## config.mk

```make
export PLATFORM = sky130hd
export DESIGN_NAME = keyed_watchdog
export DESIGN_NICKNAME = d
export VERILOG_FILES = /design/src/rtl/wdg_pkg.sv /design/src/rtl/wdg_prescaler.sv /design/src/rtl/wdg_counter.sv /design/src/rtl/wdg_ctl.sv /design/src/rtl/keyed_watchdog.sv
export SDC_FILE = /design/constraint.sdc
export NUM_CORES = 1
export LEC_CHECK = 0
export ABC_AREA = 1
export BUFFER_PORTS_ARGS = -buffer_cell sky130_fd_sc_hd__buf_2
export CORE_MARGIN = 2
export CORE_UTILIZATION = 50
export DETAILED_ROUTE_END_ITERATION = 12
export GPL_ROUTABILITY_DRIVEN = 0
export GPL_TIMING_DRIVEN = 0
export PLACE_DENSITY_LB_ADDON = 0.08
export SYNTH_ARGS = -nofsm -noshare
export SYNTH_HDL_FRONTEND = slang
export SYNTH_HIERARCHICAL = 1
export SYNTH_SLANG_ARGS = --single-unit
```

## constraint.sdc

```tcl
create_clock -name clk -period 2.05 [get_ports clk]
set_input_delay 0.1025 -clock clk [delete_from_list [all_inputs] [get_ports clk]]
set_output_delay 0.1025 -clock clk [all_outputs]
set_load 0.02 [all_outputs]
```

## src/rtl/wdg_pkg.sv

```systemverilog
package wdg_pkg;
    localparam logic [7:0] KEY_CNT = 8'h5A;
    localparam logic [7:0] KEY_CSR = 8'hA5;

    // bit positions are software-visible: 7 en, 6 mode, 5 kind, 4 wflag, 3 iflag, 2..0 code
    typedef struct packed {
        logic       en;
        logic       wdt_mode;
        logic       rst_kind;
        logic       wflag;
        logic       iflag;
        logic [2:0] code;
    } ctl_t;
endpackage

```

## src/rtl/wdg_prescaler.sv

```systemverilog
module wdg_prescaler #(
    parameter int BASE_LOG2 = 5,
    parameter int SEL_W     = 3
) (
    input  logic             clk,
    input  logic             rst_n,
    input  logic             run,
    input  logic [SEL_W-1:0] code,
    output logic             tick
);
    localparam int PRE_W = BASE_LOG2 + (1 << SEL_W) - 1;

    typedef struct packed {
        logic [PRE_W-1:0] pre;
    } pre_st_t;

    pre_st_t          st_d, st_q;
    logic [PRE_W-1:0] mask;

    always_comb begin
        for (int i = 0; i < PRE_W; i++) begin
            mask[i] = (i < (BASE_LOG2 + int'(code)));
        end
        tick = run && ((st_q.pre & mask) == mask);
        st_d = st_q;
        if (run) begin
            st_d.pre = st_q.pre + PRE_W'(1);
        end else begin
            st_d.pre = '0;
        end
    end

    always_ff @(posedge clk) begin
        if (!rst_n) begin
            st_q <= '0;
        end else begin
            st_q <= st_d;
        end
    end
endmodule

```

## src/rtl/wdg_counter.sv

```systemverilog
module wdg_counter #(
    parameter int CNT_W = 8
) (
    input  logic             clk,
    input  logic             rst_n,
    input  logic             tick,
    input  logic             load,
    input  logic [CNT_W-1:0] load_val,
    output logic [CNT_W-1:0] cnt,
    output logic             wrap
);
    typedef struct packed {
        logic [CNT_W-1:0] cnt;
    } cnt_st_t;

    cnt_st_t st_d, st_q;

    always_comb begin
        st_d = st_q;
        wrap = 1'b0;
        if (load) begin
            st_d.cnt = load_val;
        end else if (tick) begin
            st_d.cnt = st_q.cnt + CNT_W'(1);
            wrap     = (st_q.cnt == {CNT_W{1'b1}});
        end
    end

    always_ff @(posedge clk) begin
        if (!rst_n) begin
            st_q <= '0;
        end else begin
            st_q <= st_d;
        end
    end

    assign cnt = st_q.cnt;
endmodule

```

## src/rtl/wdg_ctl.sv

```systemverilog
module wdg_ctl
    import wdg_pkg::*;
(
    input  logic       clk,
    input  logic       rst_n,
    input  logic       wr,
    input  logic [7:0] wr_byte,
    input  logic       wrap,
    output ctl_t       ctl,
    output logic       rst_pulse,
    output logic       irq
);
    typedef struct packed {
        ctl_t ctl;
        logic rst;
    } ctl_st_t;

    ctl_st_t st_d, st_q;
    ctl_t    wv;

    always_comb begin
        wv   = ctl_t'(wr_byte);
        st_d = st_q;
        st_d.rst = 1'b0;
        if (wr) begin
            st_d.ctl.en       = wv.en;
            st_d.ctl.wdt_mode = wv.wdt_mode;
            st_d.ctl.rst_kind = wv.rst_kind;
            st_d.ctl.code     = wv.code;
            // flags may only be cleared by software
            st_d.ctl.wflag    = st_q.ctl.wflag & wv.wflag;
            st_d.ctl.iflag    = st_q.ctl.iflag & wv.iflag;
        end
        if (wrap) begin
            if (st_q.ctl.wdt_mode) begin
                st_d.ctl.wflag = 1'b1;
                st_d.rst       = 1'b1;
            end else begin
                st_d.ctl.iflag = 1'b1;
            end
        end
    end

    always_ff @(posedge clk) begin
        if (!rst_n) begin
            st_q <= '0;
        end else begin
            st_q <= st_d;
        end
    end

    assign ctl       = st_q.ctl;
    assign rst_pulse = st_q.rst;
    assign irq       = st_q.ctl.iflag;
endmodule

```

## src/rtl/keyed_watchdog.sv

```systemverilog
module keyed_watchdog
    import wdg_pkg::*;
#(
    parameter int          ADDR_W    = 2,
    parameter int          CNT_W     = 8,
    parameter int          BASE_LOG2 = 5,
    parameter logic [ADDR_W-1:0] CNT_ADDR = ADDR_W'(0),
    parameter logic [ADDR_W-1:0] CSR_ADDR = ADDR_W'(1)
) (
    input  logic              clk,
    input  logic              rst_n,
    input  logic [ADDR_W-1:0] bus_addr,
    input  logic [15:0]       bus_wdata,
    input  logic              bus_we,
    output logic [7:0]        bus_rdata,
    output logic              rst_req,
    output logic              irq
);
    localparam int SEL_W = 3;

    logic             cnt_wr, csr_wr, tick, wrap;
    logic [CNT_W-1:0] cnt_val;
    ctl_t             ctl;
    logic [7:0]       csr_byte;

    assign cnt_wr = bus_we && (bus_addr == CNT_ADDR) && (bus_wdata[15:8] == KEY_CNT);
    assign csr_wr = bus_we && (bus_addr == CSR_ADDR) && (bus_wdata[15:8] == KEY_CSR);

    wdg_prescaler #(
        .BASE_LOG2(BASE_LOG2),
        .SEL_W    (SEL_W)
    ) i_pre (
        .clk  (clk),
        .rst_n(rst_n),
        .run  (ctl.en),
        .code (ctl.code),
        .tick (tick)
    );

    wdg_counter #(
        .CNT_W(CNT_W)
    ) i_cnt (
        .clk     (clk),
        .rst_n   (rst_n),
        .tick    (tick),
        .load    (cnt_wr),
        .load_val(bus_wdata[CNT_W-1:0]),
        .cnt     (cnt_val),
        .wrap    (wrap)
    );

    wdg_ctl i_ctl (
        .clk      (clk),
        .rst_n    (rst_n),
        .wr       (csr_wr),
        .wr_byte  (bus_wdata[7:0]),
        .wrap     (wrap),
        .ctl      (ctl),
        .rst_pulse(rst_req),
        .irq      (irq)
    );

    assign csr_byte = ctl;

    always_comb begin
        bus_rdata = '0;
        if (bus_addr == CNT_ADDR) begin
            bus_rdata = 8'(cnt_val);
        end else if (bus_addr == CSR_ADDR) begin
            bus_rdata = csr_byte;
        end
    end
endmodule

```

After elaboration in Yosys (flattened, before gate mapping)
Index checks and enable logic that the tools add are counted.
Operators by class
  $add $sub $neg: 3
  magnitude comparators: 12
  eq/ne operators: 5
  muxes and demuxes: 11
  bitwise operators: 3
  reductions and logical operators: 9
Operators by type and width (count)
  $lt A4 B32 Y1 const A: 4
  $lt A5 B32 Y1 const A: 4
  $lt A3 B32 Y1 const A: 2
  $lt A2 B32 Y1 const A: 1
  $mux W8: 4
  $eq A8 B8 Y1 const B: 2
  $add A12 B1 Y12 const B: 1
  $and A12 B12 Y12: 1
  $eq A12 B12 Y1: 1
  $add A8 B1 Y8 const B: 1
  $eq A8 B7 Y1 const B: 1
  $logic_and A1 B1 Y1: 5
  $mux W1: 5
  $mux W5: 1
  $add A3 B3 Y4 const A: 1
  $lt A1 B4 Y1 const A: 1
  $reduce_and A2 Y1: 2
  $and A1 B1 Y1: 2
  $eq A2 B1 Y1 const B: 1
  $logic_not A2 Y1: 1
  $mux W2: 1
  $reduce_bool A2 Y1: 1
Storage, ports and cells
  register bits after elaboration: 29
  bits of input ports: 21
  output and inout bits: 10
  logic and storage cells: 52

Depth between registers and ports, before layout
  depth in word-level cells: 8
  depth in mapped cells: 15

Cells and area by module
Netlist, hierarchy kept.
Modules (own cells, without submodules)
  wdg_prescaler: instances 1, cells an instance 111, area an instance 713.2 um^2
  wdg_counter: instances 1, cells an instance 75, area an instance 511.7 um^2
  wdg_ctl: instances 1, cells an instance 41, area an instance 317.8 um^2
  keyed_watchdog: instances 1, cells an instance 47, area an instance 224.0 um^2

Worst setup path after synthesis
Ideal clock, no wire load.
  kind: register to register
  from: register i_ctl.st_q (netlist bit i_ctl/ctl[0])
  to: register i_ctl.st_q (netlist bit i_ctl/irq)
  library setup time: 0.070 ns
  data arrival time: 1.874 ns
  required time: 1.980 ns
  slack: 0.106 ns
  stages on the path, launching flop included: 13
  clock period less this slack: 1.944 ns
  cell sequence: dfxtp_1 > inv_1 > ha_1 > inv_1 > nand2_1 > nand3_1 > a21oi_1 > nand3_1 > nor2_1 > nand2_4 > nor3_1 > nand2_1 > a21oi_1
Between the ends
  word-level cells in the longest chain between the ends: 8
  elaborated cells between the ends (all ways): 19
  those cells by class: 1 x add/sub; 12 x order compare; 1 x eq/ne; 3 x mux; 1 x bitwise; 1 x reduce/logical
RTL lines
  start: declaration: RTL line wdg_ctl.sv:18  | ctl_st_t st_d, st_q;
  start signal: assignment: RTL line wdg_ctl.sv:48  | st_q <= st_d;
  $add A3 B3 Y4 (*): RTL line wdg_prescaler.sv:22  | mask[i] = (i < (BASE_LOG2 + int'(code)));
  $lt A2 B32 Y1, or another cell as far along: RTL line wdg_prescaler.sv:22
  $and A12 B12 Y12: RTL line wdg_prescaler.sv:24  | tick = run && ((st_q.pre & mask) == mask);
  $eq A12 B12 Y1 (*): RTL line wdg_prescaler.sv:24
  $logic_and A1 B1 Y1 (*): RTL line wdg_prescaler.sv:24
  net tick: RTL line keyed_watchdog.sv:21  | logic cnt_wr, csr_wr, tick, wrap;
  $mux W1 (*): RTL line wdg_counter.sv:23  | end else if (tick) begin
  $mux W1 (*): RTL line wdg_counter.sv:21  | if (load) begin
  net wrap: RTL line keyed_watchdog.sv:21
  $mux W2 (*): RTL line wdg_ctl.sv:34  | if (wrap) begin
The timed path passes the listed nets; every way through them passes the cells marked *.
A chain may end at the register's enable or synchronous reset.

Final worst setup path
  from: register i_ctl.st_q (netlist bit i_ctl/ctl[0])
  to: register i_cnt.st_q (netlist bit i_cnt/cnt[7])
Between the ends
  word-level cells in the longest chain between the ends: 6
  elaborated cells between the ends (all ways): 17
  those cells by class: 1 x add/sub; 12 x order compare; 1 x eq/ne; 1 x bitwise; 2 x reduce/logical
RTL lines
  $add A3 B3 Y4 (*): RTL line wdg_prescaler.sv:22
  $lt A2 B32 Y1, or another cell as far along: RTL line wdg_prescaler.sv:22
  $and A12 B12 Y12: RTL line wdg_prescaler.sv:24
  $eq A12 B12 Y1 (*): RTL line wdg_prescaler.sv:24
  $logic_and A1 B1 Y1 (*): RTL line wdg_prescaler.sv:24
  net tick: RTL line keyed_watchdog.sv:21
  $reduce_bool A2 Y1 (no line) (*)
  end signal: assignment: RTL line wdg_counter.sv:33  | st_q <= st_d;
  end: declaration: RTL line wdg_counter.sv:16  | cnt_st_t st_d, st_q;
Marked as above.

==> results.ini <==
[status]
status = completed

[sta]
min_period_ps = 1920
slew_headroom_pct = 78.1
finalHoldViolations = 0
period_share_pct = 93.6
finalSetupViolations = 0
fmax_mhz = 521
worstMarginPinSlew_ps = 328
clock_skew_ps = 7.19
slew_violations = 0

[power]
combinationalPowerShare_pct = 5.7
powerDensity_mw_per_mm2 = 452
seq_power_share_pct = 59.0
internal-power_uw = 714
ir_drop_v = 0.000442
swShare_pct = 25.0
switching_power_uw = 238
leakagePower_uw = 0.000994
clkPwrFrac_pct = 35.3

[clock_tree]
path_clk_slew_ps = 100
cts_tree = yes
holdBufCountCts = 0
clock_latency_ps = 330
cts_root_buffer = clkbuf_4
clock-sinks = 29
htree_levels = 2
cts-buffers-inserted = 5
clk_path_buf_depth = 2

[logic_synthesis]
avgSynthCellArea_um2 = 6.45
synthTopCellsByArea = dfxtp_1 (33%), nand2_1 (15%), nor2_1 (8.3%), inv_1 (7.9%), nand3_1 (7.6%)
synth_cell_types = 29
yosysSeqAreaShare_pct = 32.9
synth_warnings = 6
syn_inst = 274
yosysTopAreaCell = dfxtp_1
synth-seq-cells = 29
syn-cell-area_mm2 = 0.00177
synth_nets = 299
synth_top_area_share_pct = 32.9

[critical_path]
worstSetupStartpointType = flip-flop
cp_common_cell = inv_1
path_class = reg -> reg
end_kind = flip-flop
cp.required_ps = 2280
path_max_fanout = 5
critPathTopFamily = simple AND/OR/NAND/NOR gates
cp_slowest_cell = dfxtp_4
crit_chain = inv_1 > ha_4 > inv_1 > nand2_1 > nand3_1 > a21oi_2 > nand3_2 > nor2_4 > buf_4 > nor2_4 > a22oi_1 > nand3_1 > nand2_1 > inv_1
critPathBufInv = 4
arrival_ps = 2150
critical_path.max_stage_delay_ps = 370

[final_layout]
final_cell_mix = nand2_1 (70), nor2_1 (38), inv_1 (37)
diodes = 0
area_delta_synth_final_pct = 19.2
final_common_cell = nand2_1
drive_gt1_share_pct = 23.6
layout.cells.non_filler = 360
fin_nets = 338
fin_util_pct = 62.6

[drt]
wl_um = 3940
drc_errors = 0
via_per_inst = 4.94
firstDrtPassIters = 4
num_vias = 1779
first_iter_violations = 101
antenna_left = 0
wl_per_cell_um = 10.9

[global_routing]
use_met1_pct = 26.3
grt_antenna_before_repair = 0
grt_usage_pct = 22.1
grt_pass1_wl_um = 7120
use_met2_pct = 38.0
overflow = 0
grt_most_used_layer = met2
grt_pass1_vias = 1663
use_met3_pct = 5.71
grt_max_degree = 17

[placed_design]
dpl.cell_count = 349
dp_hpwl_um = 2980
io_buffers = 29

[floorplan]
die_area_mm2 = 0.00402
ios = 31
rows = 21
design.core.area_mm2 = 0.00336
die_h_um = 63.4
fp.dieW_um = 63.4
start_util_pct = 52.5

[min_path]
min_path_type = in -> reg

[flow_run]
max-cap-violations = 0

[repair_timing]
action / CTS / global route
resized for setup: 2 / 12
buffers inserted: 1 / 2
setup endpoints to repair: 10 / 11
pin swaps: 1 / 5
hold endpoints to repair: 0 / 0
[metal layers]
metal	routed length [µm]	share of wire, %
met1	1700	43
met2	2020	51
met3	163	4.1
met4	52	1.3
met5	0	0
[area by class of cell]
type                            count  area [µm²]
Fill cell                         350        1260
Multi-Input combinational cell    200        1050
Sequential cell                    29         584
Timing Repair Buffer               32         171
Inverter                           42         160
Tap cell                           46        57.6
Clock buffer                        6        41.3
Buffer                              3        30.0
Clock inverter                      2        10.0
[metrics by stage]
step / hold WS (ps) / setup WS, ps / area (µm²) / total power, µW / TNS, ps
after global placement: 351 / -214 / 1970 / 630 / -845
after global routing: 5.85 / -2.28 / 2110 / 1000 / -2.28
after floorplan: 200 / 106 / 1770 / 598 / 0
after detailed placement: 362 / -244 / 1970 / 630 / -1240
final: 25.0 / 132 / 2110 / 952 / 0
after CTS: 9.46 / 22.1 / 2040 / 967 / 0
[path summary, 6_finish.rpt]
path,from,endpoint,slack (ps),depth (start not counted)
worst max-delay path,i_ctl/ctl[0],i_cnt/cnt[7],130,14
worst min-delay path,bus_wdata[2],i_ctl/ctl[2],20,3
worst max register to register,i_ctl/ctl[0],i_cnt/cnt[7],130,14
worst min register to register,i_pre/st_q[0],i_pre/st_q[0],470,1
[registers in the layout, indices dropped and copies added, names as in the netlist]
signal	flops
i_pre/st_q	12
i_cnt/cnt	8
i_ctl/ctl	7
i_ctl/irq	1
i_ctl/rst_pulse	1
[worst register-to-register path, cell delays in order, from the launching register on]
cell     delay (ps)
dfxtp_4         370
inv_1            70
ha_4            270
inv_1            40
nand2_1          50
nand3_1          80
a21oi_2         140
nand3_2         100
nor2_4          190
buf_4           150
nor2_4           40
a22oi_1         130
nand3_1          90
nand2_1          60
inv_1            40
[cells in the mapped netlist]
library cell	n
a21boi_0	1
a21oi_1	11
a21oi_2	1
a22oi_1	4
a22oi_2	1
buf_4	1
buf_6	2
dfxtp_1	29
ha_1	4
inv_1	37
inv_2	4
inv_4	1
nand2_1	70
nand2_2	4
nand2_4	1
nand3_1	27
nand3_2	1
nand3b_1	2
nor2_1	39
nor2_2	8
nor2_4	1
nor2_8	1
nor3_1	3
nor3_4	1
o21a_1	1
o21ai_0	13
o21ai_1	2
o21bai_1	3
xor2_1	1
[power by group through the flow]
| stage | Combinational [µW] | Clock [µW] | Sequential (µW) |
|---|---|---|---|
| after floorplan | 21.6 | 0 | 576 |
| after global placement | 53.9 | 0 | 576 |
| after detailed placement | 53.7 | 0 | 576 |
| after CTS | 54.0 | 350 | 563 |
| after global routing | 60.7 | 378 | 562 |
| final | 54.2 | 336 | 562 |
[cells by family after synthesis]
logic type,synth area share [%]
fa+ha+maj,2.83
xor+xnor,0.496
flops,32.9
compound gates,12.4
simple gates,40.7
buf+inv,10.8
Power figures use the tool's default switching activity.
